## src/rtl/pclk_seq_pkg.sv

```systemverilog
package pclk_seq_pkg;

  typedef enum logic [1:0] {
    ST_IDLE   = 2'd0,
    ST_HOLD   = 2'd1,
    ST_SETTLE = 2'd2
  } seq_state_e;

  // Cycle count for a wait of 'us' microseconds at 'hz', never below one.
  function automatic int unsigned wait_cycles(input longint unsigned hz,
                                              input longint unsigned us);
    longint unsigned c;
    c = (hz * us) / 64'd1000000;
    if (c < 64'd1) c = 64'd1;
    return int'(c);
  endfunction

  // Reported status: reset dominates, otherwise compare with enabling value.
  function automatic logic status_of(input logic has_rst, input logic en_val,
                                     input logic clk_bit, input logic rst_bit);
    if (has_rst && rst_bit) return 1'b0;
    return (clk_bit == en_val);
  endfunction

endpackage

```

## src/rtl/pclk_seq_timer.sv

```systemverilog
module pclk_seq_timer #(
  parameter int CW = 8
) (
  input  logic          clk,
  input  logic          rst_n,
  input  logic          load,
  input  logic [CW-1:0] load_val,
  output logic          zero
);
  logic [CW-1:0] cnt_q;

  always_ff @(posedge clk) begin
    if (!rst_n) begin
      cnt_q <= '0;
    end else if (load) begin
      cnt_q <= load_val;
    end else if (cnt_q != '0) begin
      cnt_q <= cnt_q - 1'b1;
    end
  end

  assign zero = (cnt_q == '0);
endmodule

```

## src/rtl/pclk_seq_status.sv

```systemverilog
module pclk_seq_status #(
  parameter bit HAS_RESET   = 1'b1,
  parameter bit CLK_EN_HIGH = 1'b0
) (
  input  logic clk_bit,
  input  logic rst_bit,
  output logic enabled
);
  assign enabled = pclk_seq_pkg::status_of(HAS_RESET, CLK_EN_HIGH, clk_bit, rst_bit);
endmodule

```

## src/rtl/pclk_seq_fsm.sv

```systemverilog
module pclk_seq_fsm #(
  parameter bit HAS_RESET = 1'b1
) (
  input  logic clk,
  input  logic rst_n,
  input  logic en_req,
  input  logic dis_req,
  input  logic enabled,
  input  logic tmr_zero,
  output logic start_seq,
  output logic hold_done,
  output logic busy,
  output logic clk_on,
  output logic clk_off,
  output logic rst_on,
  output logic rst_off
);
  import pclk_seq_pkg::*;

  seq_state_e st_q;
  logic       en_take;
  logic       dis_take;
  logic       settle_done;

  // Enable has priority over disable when both arrive in an idle cycle.
  assign en_take     = (st_q == ST_IDLE) && en_req && !enabled;
  assign dis_take    = (st_q == ST_IDLE) && !en_req && dis_req;
  assign start_seq   = en_take && HAS_RESET;
  assign hold_done   = (st_q == ST_HOLD) && tmr_zero;
  assign settle_done = (st_q == ST_SETTLE) && tmr_zero;
  assign busy        = (st_q != ST_IDLE);

  always_ff @(posedge clk) begin
    if (!rst_n) begin
      st_q    <= ST_IDLE;
      clk_on  <= 1'b0;
      clk_off <= 1'b0;
      rst_on  <= 1'b0;
      rst_off <= 1'b0;
    end else begin
      clk_on  <= (en_take && !HAS_RESET) || hold_done;
      clk_off <= dis_take;
      rst_on  <= start_seq;
      rst_off <= settle_done;
      case (st_q)
        ST_IDLE:   if (start_seq) st_q <= ST_HOLD;
        ST_HOLD:   if (hold_done) st_q <= ST_SETTLE;
        ST_SETTLE: if (settle_done) st_q <= ST_IDLE;
        default:   st_q <= ST_IDLE;
      endcase
    end
  end
endmodule

```

## src/rtl/pclk_seq.sv

```systemverilog
module pclk_seq #(
  parameter int unsigned CLK_HZ      = 100000000,
  parameter int unsigned RST_US      = 100,
  parameter int unsigned SETTLE_US   = 10000,
  parameter bit          HAS_RESET   = 1'b1,
  parameter bit          CLK_EN_HIGH = 1'b0
) (
  input  logic clk,
  input  logic rst_n,
  input  logic en_req_i,
  input  logic dis_req_i,
  input  logic clk_bit_i,
  input  logic rst_bit_i,
  output logic clk_set_o,
  output logic clk_clr_o,
  output logic rst_set_o,
  output logic rst_clr_o,
  output logic busy_o,
  output logic enabled_o
);
  localparam int unsigned WAIT_RST    = pclk_seq_pkg::wait_cycles(CLK_HZ, RST_US);
  localparam int unsigned WAIT_SETTLE = pclk_seq_pkg::wait_cycles(CLK_HZ, SETTLE_US);
  localparam int unsigned WAIT_MAX    = (WAIT_RST > WAIT_SETTLE) ? WAIT_RST : WAIT_SETTLE;
  localparam int          CW          = $clog2(WAIT_MAX + 1);

  // Named internal events, visible to the bound checker.
  logic enabled;
  logic tmr_zero;
  logic start_seq;
  logic hold_done;
  logic clk_on;
  logic clk_off;
  logic busy;

  pclk_seq_status #(.HAS_RESET(HAS_RESET), .CLK_EN_HIGH(CLK_EN_HIGH)) u_status (
    .clk_bit (clk_bit_i),
    .rst_bit (rst_bit_i),
    .enabled (enabled)
  );

  pclk_seq_fsm #(.HAS_RESET(HAS_RESET)) u_fsm (
    .clk       (clk),
    .rst_n     (rst_n),
    .en_req    (en_req_i),
    .dis_req   (dis_req_i),
    .enabled   (enabled),
    .tmr_zero  (tmr_zero),
    .start_seq (start_seq),
    .hold_done (hold_done),
    .busy      (busy),
    .clk_on    (clk_on),
    .clk_off   (clk_off),
    .rst_on    (rst_set_o),
    .rst_off   (rst_clr_o)
  );

  generate
    if (HAS_RESET) begin : g_timer
      logic          tmr_load;
      logic [CW-1:0] tmr_val;
      assign tmr_load = start_seq || hold_done;
      assign tmr_val  = start_seq ? CW'(WAIT_RST - 1) : CW'(WAIT_SETTLE - 1);
      pclk_seq_timer #(.CW(CW)) u_timer (
        .clk      (clk),
        .rst_n    (rst_n),
        .load     (tmr_load),
        .load_val (tmr_val),
        .zero     (tmr_zero)
      );
    end else begin : g_no_timer
      assign tmr_zero = 1'b1;
    end

    if (CLK_EN_HIGH) begin : g_en_high
      assign clk_set_o = clk_on;
      assign clk_clr_o = clk_off;
    end else begin : g_en_low
      assign clk_set_o = clk_off;
      assign clk_clr_o = clk_on;
    end
  endgenerate

  assign busy_o    = busy;
  assign enabled_o = enabled;
endmodule

```

## config.mk

```make
export PLATFORM = sky130hd
export DESIGN_NAME = pclk_seq
export DESIGN_NICKNAME = d
export VERILOG_FILES = /design/src/rtl/pclk_seq_pkg.sv /design/src/rtl/pclk_seq_timer.sv /design/src/rtl/pclk_seq_status.sv /design/src/rtl/pclk_seq_fsm.sv /design/src/rtl/pclk_seq.sv
export SDC_FILE = /design/constraint.sdc
export NUM_CORES = 1
export LEC_CHECK = 0
export ABC_AREA = 1
export BUFFER_PORTS_ARGS = -buffer_cell sky130_fd_sc_hd__buf_4
export CELL_PAD_IN_SITES_DETAIL_PLACEMENT = 0
export CELL_PAD_IN_SITES_GLOBAL_PLACEMENT = 2
export CORE_AREA = 2 2 70 72
export CTS_BUF_LIST = sky130_fd_sc_hd__clkbuf_4
export CTS_CLUSTER_SIZE = 28
export DETAILED_ROUTE_END_ITERATION = 8
export DIE_AREA = 0 0 72 74
export PLACE_DENSITY = 0.76
export SLEW_MARGIN = 10
export SYNTH_ARGS = -nofsm -noshare
export SYNTH_HDL_FRONTEND = slang
export SYNTH_SLANG_ARGS = --single-unit
```

## constraint.sdc

```tcl
create_clock -name clk -period 1.95 [get_ports clk]
set_input_delay 0.0975 -clock clk [delete_from_list [all_inputs] [get_ports clk]]
set_output_delay 0.0975 -clock clk [all_outputs]
set_load 0.1 [all_outputs]
```

# == Word level (Yosys, flattened, before mapping) ==
# Index checks and enable logic that the tools add are counted.
# word_totals
register_bits,26
in_bits,6
out_inout_bits,6
word_cells,38
# classes
add_sub_neg,1
eq_ne,5
n_mux,10
bitwise,1
reduce_logical,15
# op_table
cell,count
20-bit 2-to-1 mux,3
20-bit logical NOT,1
20-bit nonzero test,1
"20-bit by 1-bit subtractor with 20-bit output, second input constant",1
1-bit logical AND,6
2-bit 2-to-1 mux,3
2-bit one-hot mux with 3 select lines,1
"2-bit != test, second input constant",2
2-bit nonzero test,2
1-bit 2-to-1 mux,3
3-bit AND reduction,1
"2-bit by 1-bit equality test with 1-bit output, second input constant",1
"2-bit equality test, second input constant",1
1-bit logical NOT,2
2-bit logical NOT,1
"2-bit by 1-bit != test with 1-bit output, second input constant",1
1-bit logical OR,1
1-bit inverter,1

# == Longest topological paths before layout ==
# depth
word_depth,6
depth_mapped,10
ltp_nobuf,10

# == Hierarchy ==
# Synthesis repeated with hierarchy kept, for this count alone.
# unflattened
cells_unflattened,231
hier_area_um2,1519.0
# modules_own_cells
mod,n_inst,cells_each,area_per_inst_um2,seq_area_each_um2
pclk_seq_timer,1,193,1263.7,400.4
pclk_seq_fsm,1,32,230.2,120.1
pclk_seq,1,5,21.3,0.0
pclk_seq_status,1,1,3.8,0.0

# == Least setup slack after synthesis ==
# Ideal clock, no wire load.
# synth_timing
path_kind,in2reg
start,input rst_bit_i
end,register g_timer.u_timer.cnt_q[4]
setup_ns,0.127
t_arrival_ns,2.120
required_time_ns,1.823
setup_slack_ns,-0.297
cell_stages,7
n_path_buf,1
path_cell_list,nor2_1 > nor2_1 > nand2_1 > buf_2 > nand3_1 > nand2_2 > a21oi_1
# synth_between
elab_chain_len,6
elab_cells_between_ends,8
cone_classes,4 x mux; 4 x reduce/logical
# synth_rtl
element,line,rtl
from (decl),pclk_seq.sv:13,"input logic rst_bit_i,"
1-bit 2-to-1 mux *,pclk_seq_pkg.sv:21,if (has_rst && rst_bit) return 1'b0;
1-bit 2-to-1 mux *,pclk_seq_pkg.sv:22,return (clk_bit == en_val);
1-bit logical NOT *,pclk_seq_fsm.sv:26,assign en_take = (st_q == ST_IDLE) && en_req && !enabled;
1-bit logical AND *,pclk_seq_fsm.sv:26,
20-bit 2-to-1 mux / 1-bit logical OR (equally long branches),"pclk_seq.sv:62, pclk_seq.sv:61",
20-bit 2-to-1 mux / 2-bit nonzero test (equally long branches),--,
to (signal assigned),pclk_seq_timer.sv:16,cnt_q <= load_val;
to (signal assigned),pclk_seq_timer.sv:18,cnt_q <= cnt_q - 1'b1;
to (decl),pclk_seq_timer.sv:10,logic [CW-1:0] cnt_q;
# Mark *: on every way between the ends. The rest lies on a longest branch, timed or not.
# A chain may end at the register's enable or synchronous reset.

# == Worst setup path in the final report ==
# layout_timing
start,register g_timer.u_timer.cnt_q[0]
end,register g_timer.u_timer.cnt_q[5]
# layout_between
elab_chain_len,4
elab_cells_between_ends,8
cone_classes,1 x add/sub; 2 x mux; 5 x reduce/logical
# layout_rtl
element
"parallel branches: the longest is 4 deep, another holds 20-bit by 1-bit subtractor with 20-bit output"
# Parallel ways; which one is timed is not known. The select of a mux whose other input is x is not followed.

==> impl_metrics.toml <==
[pwr]
power.switching_mw = 1.40
seq_power_share = 0.289
pwr-share-comb = 0.577
clkPwrFrac = 0.134
p_leak_nw = 0.815
powerDensity_nw_per_um2 = 1620
ir_worst_vdd_mv = 0.535
switching_share = 0.493
p_int_mw = 1.44
power_mw = 2.85

[floorplan]
die_x_um = 72
rows = 25
dieArea_um2 = 5330
io-pin-count = 12
die_h_um = 74
start_util = 0.331
coreArea_um2 = 4600

[hold_path]
holdPathStages = 3
hold_class = "primary input to flip-flop"

[layout]
final_common_cell = "nand2_1"
n_antenna_cell = 0
drive_above_1_share = 0.193
finalNetCount = 252
fin_cells = 297
area_growth_pct = 16.0
fin_area_um2 = 1760
utilization = 0.383
layout_common_cells = "48 x nand2_1, 43 x nor2_1, 26 x dfxtp_1, 21 x inv_1, 17 x nand3_1"

[place]
dp_hpwl_um = 3130
io_buffer_count = 11
post-place-ws_ns = 0.242
dpl_cell_area_um2 = 1690
gp_congestion = 0.840
dp.cells = 291

[clock_tree]
htree_num_levels = 1
postCtsSetupRepairBufs = 0
cts_made_buffers = 3
clock-sinks = 26
cts_root_buf = "clkbuf_4"
clk_path_buf_depth = 2
clk_latency_ns = 0.33
clk_pin_slew_worst_paths_ns = 0.15
cts_tree = "built"

[grt]
grt_max_degree = 16
grt_pass1_wl_um = 6400
overflow = 0
grt_pass1_vias = 1330
antenna_found_initial = 0
groute.usage.overall = 0.159

[run]
cap_violations = 0

[route]
ant_nets = 0
wl_um = 3900
via_count = 1406
drt-pass1-iter-count = 4
drc = 0
wl_per_cell_um = 13.1
viasPerCell = 4.73
drtIter0Drc = 26

[sta]
worst_pin_slew_ns = 0.463
rsz0062_at_grt = "false"
layout_min_cycle_time_ns = 1.69
clock_skew_ns = 0.00253
drv_slew = 0
max_slew_margin = 0.691
fin_ws_ns = 0.260
setup_viol_count_final = 0
hold_violations = 0
whs_ns = 0.0193
fin_crit_sh = 0.867
fmax_mhz = 592
setup-tns-final_ns = 0

[setup_path]
cp_max_fo = 7
cp-end-kind = "flip-flop"
rr_worst_depth = 9
crit_type = "flip-flop to flip-flop"
crit_required_ns = 2.18
cp-start-kind = "flip-flop"
arrival_ns = 1.92

[synth]
synthesis.nets = 233
synth_cell_type_count = 28
yosys_warnings = 0
synthesis.area_um2 = 1520
syn_avg_cell_area_um2 = 6.76
synthCells = 225
synth-seq-area-share = 0.342
ys_seq_elements = 26

[outcome]
status = "finished, final reports clean"
[state kept, by name (all words and copies together), names as in the netlist]
name                   count
g_timer.u_timer.cnt_q     20
u_fsm.st_q                 2
u_fsm.clk_off              1
u_fsm.clk_on               1
u_fsm.rst_off              1
u_fsm.rst_on               1
[cell families after synthesis]
logic type,share of synthesized area
xor gates and xnor gates,0.0461
buffers and inverters,0.0683
adders and majority gates,0.0165
and+or+nand+nor,0.440
DFF,0.342
AOI/OAI and AO/OA,0.0864
[synthesized netlist by cell type]
cell      instances  area [um^2]
nand2_1          48          180
a21oi_1          13         65.1
clkbuf_1          2         7.51
clkinv_2          1         5.00
o21ai_0           2         10.0
nand3_4           2         35.0
nor3_1            2         10.0
o22ai_1           1         6.26
inv_1            21         78.8
o21ai_1           2         10.0
dfxtp_1          26          521
ha_1              2         25.0
nand3_1          17         85.1
nand3b_1          1         7.51
buf_2             1         5.00
o21ai_2           1         8.76
inv_2             2         7.51
nor2_1           44          165
or2_2             1         6.26
nand2_2           6         37.5
nor2_8            1         20.0
xnor2_1           4         35.0
nor2_2           10         62.6
o21ai_4           1         16.3
nand4_1           6         37.5
o21bai_1          2         15.0
xor2_1            4         35.0
nor2_4            2         22.5
[worst paths after layout]
kind / slack, ns / to / from
setup / recovery: 0.26 / g_timer.u_timer.cnt_q[5] / g_timer.u_timer.cnt_q[0]
hold / removal: 0.02 / g_timer.u_timer.cnt_q[10] / rst_n
setup reg to reg: 0.26 / g_timer.u_timer.cnt_q[5] / g_timer.u_timer.cnt_q[0]
hold reg to reg: 0.53 / u_fsm.rst_off / u_fsm.st_q[1]
[layout make-up]
| class | count | area (um^2) |
|---|---|---|
| well taps | 54 | 67.6 |
| multi-input cells | 172 | 898 |
| inverters | 24 | 91.3 |
| flip-flops and latches | 26 | 520 |
| repair buffers | 17 | 133 |
| fillers | 512 | 2840 |
| clock buffers | 3 | 22.5 |
| clock inverters | 1 | 30.0 |
[per-layer routing]
layer | vias up | part of all wire | GRT usage | wire [um]
li1 | 752 | - | - | -
met1 | 639 | 0.49 | 0.219 | 1920
met2 | 11 | 0.48 | 0.266 | 1880
met3 | 4 | 0.015 | 0.0163 | 57
met4 | 0 | 0.011 | 0.0503 | 42
met5 | - | 0 | 0 | 0
[worst max-delay path, cell delays in order, from the launching register on]
cell and delay, ns:
dfxtp_1 0.36, inv_1 0.13, ha_1 0.23, nand3_1 0.10
nor2_2 0.17, nand3_4 0.15, clkinv_2 0.13, nand3_1 0.09
nand2_2 0.16, a21oi_1 0.06
[power groups by stage]
stage	Combinational (mW)	Clock (mW)	Sequential [mW]
after CTS	1.66	0.397	0.822
after global routing	1.86	0.420	0.845
after global placement	1.69	0	0.840
after detailed placement	1.65	0	0.836
after floorplan	1.28	0	0.824
final	1.64	0.381	0.823
[repair_timing]
item,CTS,global route
gates resized for setup,0,0
hold buffers,2,0
hold endpoints to repair,1,0
(Power assumes the default switching activity.)
